File: src/rtl/mshr_cfg_pkg.sv
package mshr_cfg_pkg;

    // Default geometry of the miss tracking file.
    localparam int unsigned DEF_ENTRIES = 4;
    localparam int unsigned DEF_WORDS   = 8;
    localparam int unsigned DEF_REGS    = 32;
    localparam int unsigned DEF_DATA_W  = 32;
    localparam int unsigned DEF_LINE_AW = 26;

    // Outcome of a miss presented in one cycle.
    typedef enum logic [1:0] {
        MISS_IDLE   = 2'd0,
        MISS_NEW    = 2'd1,
        MISS_MERGE  = 2'd2,
        MISS_REFUSE = 2'd3
    } miss_kind_e;

endpackage

File: src/rtl/mshr_line_match.sv
module mshr_line_match #(
    parameter int unsigned N_ENT   = 4,
    parameter int unsigned LINE_AW = 26,
    localparam int unsigned ENT_W  = (N_ENT > 1) ? $clog2(N_ENT) : 1
) (
    input  logic [N_ENT-1:0]              ent_valid,
    input  logic [N_ENT-1:0][LINE_AW-1:0] ent_line,
    input  logic [LINE_AW-1:0]            probe_line,
    output logic                          hit,
    output logic [ENT_W-1:0]              hit_idx
);

    logic [N_ENT-1:0] hit_vec;

    // One comparator per entry.
    for (genvar g = 0; g < N_ENT; g++) begin : g_cmp
        assign hit_vec[g] = ent_valid[g] && (ent_line[g] == probe_line);
    end

    always_comb begin
        hit     = |hit_vec;
        hit_idx = '0;
        for (int i = 0; i < N_ENT; i++) begin
            if (hit_vec[i]) hit_idx = ENT_W'(i);
        end
    end

endmodule

File: src/rtl/mshr_free_pick.sv
module mshr_free_pick #(
    parameter int unsigned N_ENT  = 4,
    localparam int unsigned ENT_W = (N_ENT > 1) ? $clog2(N_ENT) : 1
) (
    input  logic [N_ENT-1:0] ent_valid,
    output logic             any_free,
    output logic [ENT_W-1:0] free_idx
);

    // Lowest-numbered free entry wins: scan downward so the last write is the lowest.
    always_comb begin
        any_free = ~&ent_valid;
        free_idx = '0;
        for (int i = N_ENT - 1; i >= 0; i--) begin
            if (!ent_valid[i]) free_idx = ENT_W'(i);
        end
    end

endmodule

File: src/rtl/mshr_scoreboard.sv
module mshr_scoreboard #(
    parameter int unsigned N_REGS = 32,
    localparam int unsigned REG_W = (N_REGS > 1) ? $clog2(N_REGS) : 1
) (
    input  logic              clk,
    input  logic              rst_n,
    input  logic              set_en,
    input  logic [REG_W-1:0]  set_reg,
    input  logic [N_REGS-1:0] clr_mask,
    input  logic [REG_W-1:0]  qry_a,
    input  logic [REG_W-1:0]  qry_b,
    input  logic [REG_W-1:0]  qry_dest,
    output logic [N_REGS-1:0] empty_vec,
    output logic              src_empty,
    output logic              dest_empty
);

    logic [N_REGS-1:0] empty_d, empty_q;

    always_comb begin
        empty_d = empty_q & ~clr_mask;
        if (set_en) empty_d[set_reg] = 1'b1;
    end

    always_ff @(posedge clk) begin
        if (!rst_n) empty_q <= '0;
        else        empty_q <= empty_d;
    end

    assign empty_vec  = empty_q;
    assign src_empty  = empty_q[qry_a] | empty_q[qry_b];
    assign dest_empty = empty_q[qry_dest];

    // a register marked by an accepted miss reads empty on the next cycle.
    a_r5_set_marks_empty: assert property (@(posedge clk) disable iff (!rst_n)
        set_en |=> empty_q[$past(set_reg)]);

    // registers written by a fill read full on the next cycle.
    a_r8_clear_marks_full: assert property (@(posedge clk) disable iff (!rst_n)
        (clr_mask != '0) |=> ((empty_q & $past(clr_mask)) == '0));

endmodule

File: src/rtl/mshr_file.sv
module mshr_file
    import mshr_cfg_pkg::*;
#(
    parameter int unsigned N_ENT   = DEF_ENTRIES,
    parameter int unsigned N_WORDS = DEF_WORDS,
    parameter int unsigned N_REGS  = DEF_REGS,
    parameter int unsigned DATA_W  = DEF_DATA_W,
    parameter int unsigned LINE_AW = DEF_LINE_AW,
    localparam int unsigned ENT_W  = (N_ENT > 1) ? $clog2(N_ENT) : 1,
    localparam int unsigned WORD_W = (N_WORDS > 1) ? $clog2(N_WORDS) : 1,
    localparam int unsigned REG_W  = (N_REGS > 1) ? $clog2(N_REGS) : 1
) (
    input  logic                        clk,
    input  logic                        rst_n,
    input  logic                        miss_valid,
    input  logic [LINE_AW-1:0]          miss_line,
    input  logic [WORD_W-1:0]           miss_word,
    input  logic [REG_W-1:0]            miss_dest,
    output logic                        miss_stall,
    output logic                        mem_req_valid,
    output logic [LINE_AW-1:0]          mem_req_line,
    output logic [ENT_W-1:0]            mem_req_tag,
    input  logic                        fill_valid,
    input  logic [ENT_W-1:0]            fill_tag,
    input  logic [N_WORDS*DATA_W-1:0]   fill_data,
    output logic [N_WORDS-1:0]          wb_en,
    output logic [N_WORDS*REG_W-1:0]    wb_reg,
    output logic [N_WORDS*DATA_W-1:0]   wb_data,
    input  logic [REG_W-1:0]            dec_src_a,
    input  logic [REG_W-1:0]            dec_src_b,
    output logic                        dec_stall
);

    typedef struct packed {
        logic [N_ENT-1:0]                          valid;
        logic [N_ENT-1:0][LINE_AW-1:0]             line;
        logic [N_ENT-1:0][N_WORDS-1:0]             slot_v;
        logic [N_ENT-1:0][N_WORDS-1:0][REG_W-1:0]  slot_reg;
        logic                                      req_v;
        logic [LINE_AW-1:0]                        req_line;
        logic [ENT_W-1:0]                          req_tag;
        logic [N_WORDS-1:0]                        wb_en;
        logic [N_WORDS-1:0][REG_W-1:0]             wb_reg;
        logic [N_WORDS-1:0][DATA_W-1:0]            wb_data;
    } state_t;

    state_t st_d, st_q;

    logic              hit;
    logic [ENT_W-1:0]  hit_idx;
    logic              any_free;
    logic [ENT_W-1:0]  free_idx;
    logic              dest_empty;
    logic              src_empty;
    logic [N_REGS-1:0] empty_vec;
    logic [N_REGS-1:0] clr_mask;
    logic              fill_live;
    logic              slot_busy;
    logic              hit_filling;
    miss_kind_e        kind;

    mshr_line_match #(.N_ENT(N_ENT), .LINE_AW(LINE_AW)) u_match (
        .ent_valid  (st_q.valid),
        .ent_line   (st_q.line),
        .probe_line (miss_line),
        .hit        (hit),
        .hit_idx    (hit_idx)
    );

    mshr_free_pick #(.N_ENT(N_ENT)) u_pick (
        .ent_valid (st_q.valid),
        .any_free  (any_free),
        .free_idx  (free_idx)
    );

    mshr_scoreboard #(.N_REGS(N_REGS)) u_sb (
        .clk        (clk),
        .rst_n      (rst_n),
        .set_en     (kind == MISS_NEW || kind == MISS_MERGE),
        .set_reg    (miss_dest),
        .clr_mask   (clr_mask),
        .qry_a      (dec_src_a),
        .qry_b      (dec_src_b),
        .qry_dest   (miss_dest),
        .empty_vec  (empty_vec),
        .src_empty  (src_empty),
        .dest_empty (dest_empty)
    );

    // Classify the presented miss.
    always_comb begin
        fill_live   = fill_valid && st_q.valid[fill_tag];
        slot_busy   = st_q.slot_v[hit_idx][miss_word];
        hit_filling = fill_live && (fill_tag == hit_idx);
        if (!miss_valid)                         kind = MISS_IDLE;
        else if (dest_empty)                     kind = MISS_REFUSE;
        else if (hit && (slot_busy || hit_filling)) kind = MISS_REFUSE;
        else if (hit)                            kind = MISS_MERGE;
        else if (!any_free)                      kind = MISS_REFUSE;
        else                                     kind = MISS_NEW;
    end

    // Next-state computation.
    always_comb begin
        st_d       = st_q;
        st_d.req_v = 1'b0;
        st_d.wb_en = '0;
        clr_mask   = '0;

        if (fill_live) begin
            for (int w = 0; w < N_WORDS; w++) begin
                if (st_q.slot_v[fill_tag][w]) begin
                    st_d.wb_en[w]   = 1'b1;
                    st_d.wb_reg[w]  = st_q.slot_reg[fill_tag][w];
                    st_d.wb_data[w] = fill_data[w*DATA_W +: DATA_W];
                    clr_mask[st_q.slot_reg[fill_tag][w]] = 1'b1;
                end
            end
            st_d.valid[fill_tag]  = 1'b0;
            st_d.slot_v[fill_tag] = '0;
        end

        unique case (kind)
            MISS_MERGE: begin
                st_d.slot_v[hit_idx][miss_word]   = 1'b1;
                st_d.slot_reg[hit_idx][miss_word] = miss_dest;
            end
            MISS_NEW: begin
                st_d.valid[free_idx]              = 1'b1;
                st_d.line[free_idx]               = miss_line;
                st_d.slot_v[free_idx]             = '0;
                st_d.slot_v[free_idx][miss_word]  = 1'b1;
                st_d.slot_reg[free_idx][miss_word] = miss_dest;
                st_d.req_v                        = 1'b1;
                st_d.req_line                     = miss_line;
                st_d.req_tag                      = free_idx;
            end
            default: ;
        endcase
    end

    always_ff @(posedge clk) begin
        if (!rst_n) st_q <= '0;
        else        st_q <= st_d;
    end

    assign miss_stall    = (kind == MISS_REFUSE);
    assign dec_stall     = src_empty;
    assign mem_req_valid = st_q.req_v;
    assign mem_req_line  = st_q.req_line;
    assign mem_req_tag   = st_q.req_tag;
    assign wb_en         = st_q.wb_en;
    assign wb_reg        = st_q.wb_reg;
    assign wb_data       = st_q.wb_data;

    // a request follows only a miss that found no holding entry and was taken.
    a_r4_req_only_on_new: assert property (@(posedge clk) disable iff (!rst_n)
        mem_req_valid |-> $past(miss_valid && !miss_stall && !hit));

    // the tag of a request names an entry that is in use.
    a_r2_req_tag_in_use: assert property (@(posedge clk) disable iff (!rst_n)
        mem_req_valid |-> st_q.valid[mem_req_tag]);

    // a new line cannot be taken with every entry in use.
    a_r7_full_blocks_new: assert property (@(posedge clk) disable iff (!rst_n)
        (miss_valid && !hit && (&st_q.valid)) |-> miss_stall);

    // a fill to a live entry frees it.
    a_r8_fill_frees: assert property (@(posedge clk) disable iff (!rst_n)
        (fill_valid && st_q.valid[fill_tag]) |=> !st_q.valid[$past(fill_tag)]);

    // a fill naming a free entry writes nothing back.
    a_r9_stray_fill_quiet: assert property (@(posedge clk) disable iff (!rst_n)
        (fill_valid && !st_q.valid[fill_tag]) |=> (wb_en == '0));

    // a miss to a line being filled now is refused.
    a_r11_fill_collision: assert property (@(posedge clk) disable iff (!rst_n)
        (miss_valid && hit && fill_valid && (fill_tag == hit_idx)) |-> miss_stall);

    // no two live entries hold the same line (merging keeps lines unique).
    for (genvar i = 0; i < N_ENT; i++) begin : g_uniq_i
        for (genvar j = i + 1; j < N_ENT; j++) begin : g_uniq_j
            a_r3_unique_lines: assert property (@(posedge clk) disable iff (!rst_n)
                !(st_q.valid[i] && st_q.valid[j] && (st_q.line[i] == st_q.line[j])));
        end
    end

    // every written-back register already reads full.
    for (genvar w = 0; w < N_WORDS; w++) begin : g_wb_full
        a_r8_wb_reg_full: assert property (@(posedge clk) disable iff (!rst_n)
            wb_en[w] |-> !empty_vec[st_q.wb_reg[w]]);
    end

endmodule

File: config.mk
export PLATFORM = sky130hd
export DESIGN_NAME = mshr_file
export DESIGN_NICKNAME = d
export VERILOG_FILES = /design/src/rtl/mshr_cfg_pkg.sv /design/src/rtl/mshr_line_match.sv /design/src/rtl/mshr_free_pick.sv /design/src/rtl/mshr_scoreboard.sv /design/src/rtl/mshr_file.sv
export SDC_FILE = /design/constraint.sdc
export NUM_CORES = 2
export LEC_CHECK = 0
export BUFFER_PORTS_ARGS = -buffer_cell sky130_fd_sc_hd__clkbuf_2
export CAP_MARGIN = 10
export CORE_MARGIN = 1
export CORE_UTILIZATION = 30
export CTS_CLUSTER_DIAMETER = 40
export DETAILED_ROUTE_END_ITERATION = 8
export HOLD_SLACK_MARGIN = 0.05
export SYNTH_ARGS = -nofsm -noshare
export SYNTH_HDL_FRONTEND = slang
export SYNTH_HIERARCHICAL = 1
export SYNTH_SLANG_ARGS = --single-unit
File: constraint.sdc
create_clock -name clk -period 6.6 [get_ports clk]
set_clock_uncertainty 0.1 [all_clocks]
set_input_delay 1.32 -clock clk [delete_from_list [all_inputs] [get_ports clk]]
set_output_delay 1.32 -clock clk [all_outputs]
set_load 0.1 [all_outputs]
==> impl_metrics.json <==
{
  "cts_resized": 0,
  "power_leakage_nw": 14.0,
  "synth-seq-area-share_pct": 40.0,
  "layout_common_cells": "nand2_1, dfxtp_1, clkbuf_2",
  "p_per_area_nw_per_um2": 278,
  "syn_area_um2": 33300,
  "clk_pin_slew_ps": 50,
  "synth_cell_types": 74,
  "ys_warn_count": 6,
  "wirelength_um": 128000,
  "layout_commonest_cell": "nand2_1",
  "setup_viol": 0,
  "synth-compound-area-share_pct": 18.8,
  "io_buffers": 640,
  "die_h_um": 335,
  "synth_simple_gate_area_share_pct": 20.9,
  "wl_met1_um": 51200,
  "start_util_pct": 30.4,
  "grt_util_all_layers_pct": 21.7,
  "place_ws_ps": 296,
  "status": "finished, final reports clean",
  "wl_per_cell_um": 22.7,
  "clkSinkCount": 665,
  "setup-tns-final_ps": 0,
  "drive_gt1_share_pct": 24.3,
  "gp_congestion": 0.962,
  "worst_ep_required_time_ps": 5180,
  "grt_pass1_vias": 27100,
  "hold_viol_final": 0,
  "max_cap_violations": 0,
  "synth-xor-area-share_pct": 2.83,
  "htree_levels": 3,
  "critPathKind": "in -> out",
  "hold_buffers": 0,
  "route.detailed.drc": 0,
  "synth-seq-cells": 665,
  "rsz0062_at_grt": "false",
  "wl_met2_um": 60800,
  "num-fill-cells": 11300,
  "period_minus_slack_ps": 6060,
  "slew_violations": 0,
  "synthFlopType": "dfxtp_1",
  "dr_total_vias": 28900,
  "hold_path.class": "reg -> reg",
  "drtIter0Drc": 2376,
  "tightest_slew_ps": 1100,
  "top_level_ports": 641,
  "drtPass1Iterations": 6,
  "post_cts_buffers": 0,
  "row_count": 121,
  "clockBufferDepth": 3,
  "drtAntennaViolNets": 0,
  "synth_fa_ha_area_share_pct": 0.113,
  "synth_fp_nets": 4147,
  "cts_root_buf": "clkbuf_16",
  "wl_met3_um": 10100,
  "setup_slack_ps": 542,
  "worst-endpoint-arrival_ps": 4640,
  "synth_edf_count": 0,
  "layout.nets": 4365,
  "fin_crit_sh_pct": 91.8,
  "async_reset_ff_share_pct": 0,
  "top_layer": "met5",
  "muxShareOfSynthArea_pct": 6.31,
  "max-slew-margin-rel_pct": 26.1,
  "startpoint_type": "input port",
  "avgViaCountPerCell": 5.12,
  "cp_max_fo": 17,
  "area_growth_pct": 17.8,
  "grt_max_degree": 261,
  "syn_inst": 3838,
  "fmax_mhz": 165,
  "dieWidth_um": 335,
  "grt_pass1_wl_um": 183000,
  "end_kind": "output port",
  "syn_avg_cell_area_um2": 8.68,
  "fp.dieArea_um2": 112000,
  "dp_hpwl_um": 91500,
  "core_area_um2": 109000,
  "synth_top_family_by_area": "simple AND/OR/NAND/NOR gates",
  "cts_tree": "built",
  "cts-buffers-inserted": 111,
  "clock_latency_ps": 730,
  "grt_overflow": 0,
  "ir_worst_vdd_mv": 0.204,
  "antenna_found_initial": 16
}
-- power by group --
group | total, mW | leakage [nW] | switching (mW) | internal, mW
Sequential | 4.09 | 5.37 | 0.0330 | 4.06
Clock | 6.08 | 1.90 | 2.31 | 3.77
Combinational | 0.717 | 6.72 | 0.465 | 0.252
Total | 10.9 | 14.0 | 2.81 | 8.08
-- per-layer routing --
metal / GRT usage [%] / vias up
met2: 35.5 / 1331
li1: - / 13400
met1: 26.7 / 13900
met4: 11.1 / 10
met3: 4.69 / 323
met5: 0 / -
-- layout make-up --
type                       count  area [µm²]  share of cell area (%)
clock buffer                 128        2930                    7.47
clock inverter                79        1030                    2.62
antenna                       13        32.5                  0.0829
multi-input combinational   2549       16300                    41.6
timing repair buffer         683        3600                    9.18
tap                         1476        1850                    4.71
sequential                   665       13300                    33.9
inverter                      46         173                   0.440
-- kinds of logic after synthesis --
kind of cell	Yosys count
simple gates	1460
compound gates	868
flops	665
buf+inv	624
mux	112
xor+xnor	106
fa+ha+maj	3
-- worst paths after layout --
check,from,to,slack [ps],depth (start not counted)
worst max register to register,register,st_q[386],1760,17
worst min register to register,wb_data[152],wb_data[152],350,2
worst max-delay path,miss_line[9],miss_stall,540,14
worst min-delay path,wb_data[152],wb_data[152],350,2
-- through the flow --
stage          util, %  hold slack, ps  cells  power (mW)  cell area [µm²]
2_1_floorplan        -             335   3838        4.62            33300
3_3_place_gp      32.2             339   5418        4.88            35200
3_5_place_dp      32.2             344   5418        4.89            35200
4_1_cts           35.8             351   5625        11.0            39200
5_1_grt           35.8             362   5635        11.2            39200
6_report          35.9             350   5639        10.9            39200
-- worst max-delay path: stages --
cell and delay (ps):
clkbuf_2 240, xnor2_1 220, nand4_1 100, nor4_1 410
nand4_1 220, o21ai_2 200, buf_4 260, mux4_2 530
nor2b_1 140, nor2_1 100, nand4_1 120, o21a_1 220
ha_1 320, buf_12 210
-- cell usage after synthesis, drive strengths merged, types with 23 or more instances --
master | number | area [µm²]
a21boi | 405 | 3040
a22oi | 192 | 1440
and2 | 43 | 269
buf | 397 | 2870
clkbuf | 181 | 679
dfxtp | 665 | 13300
inv | 46 | 173
mux2i | 31 | 310
mux4 | 78 | 1760
nand2 | 834 | 3140
nand2b | 23 | 151
nand3b | 33 | 248
nand4 | 30 | 194
nor2 | 127 | 477
nor2b | 238 | 1490
nor4 | 25 | 175
o21ai | 70 | 350
o22ai | 115 | 719
xnor2 | 62 | 558
xor2 | 44 | 385
Power figures use the tool's default switching activity.
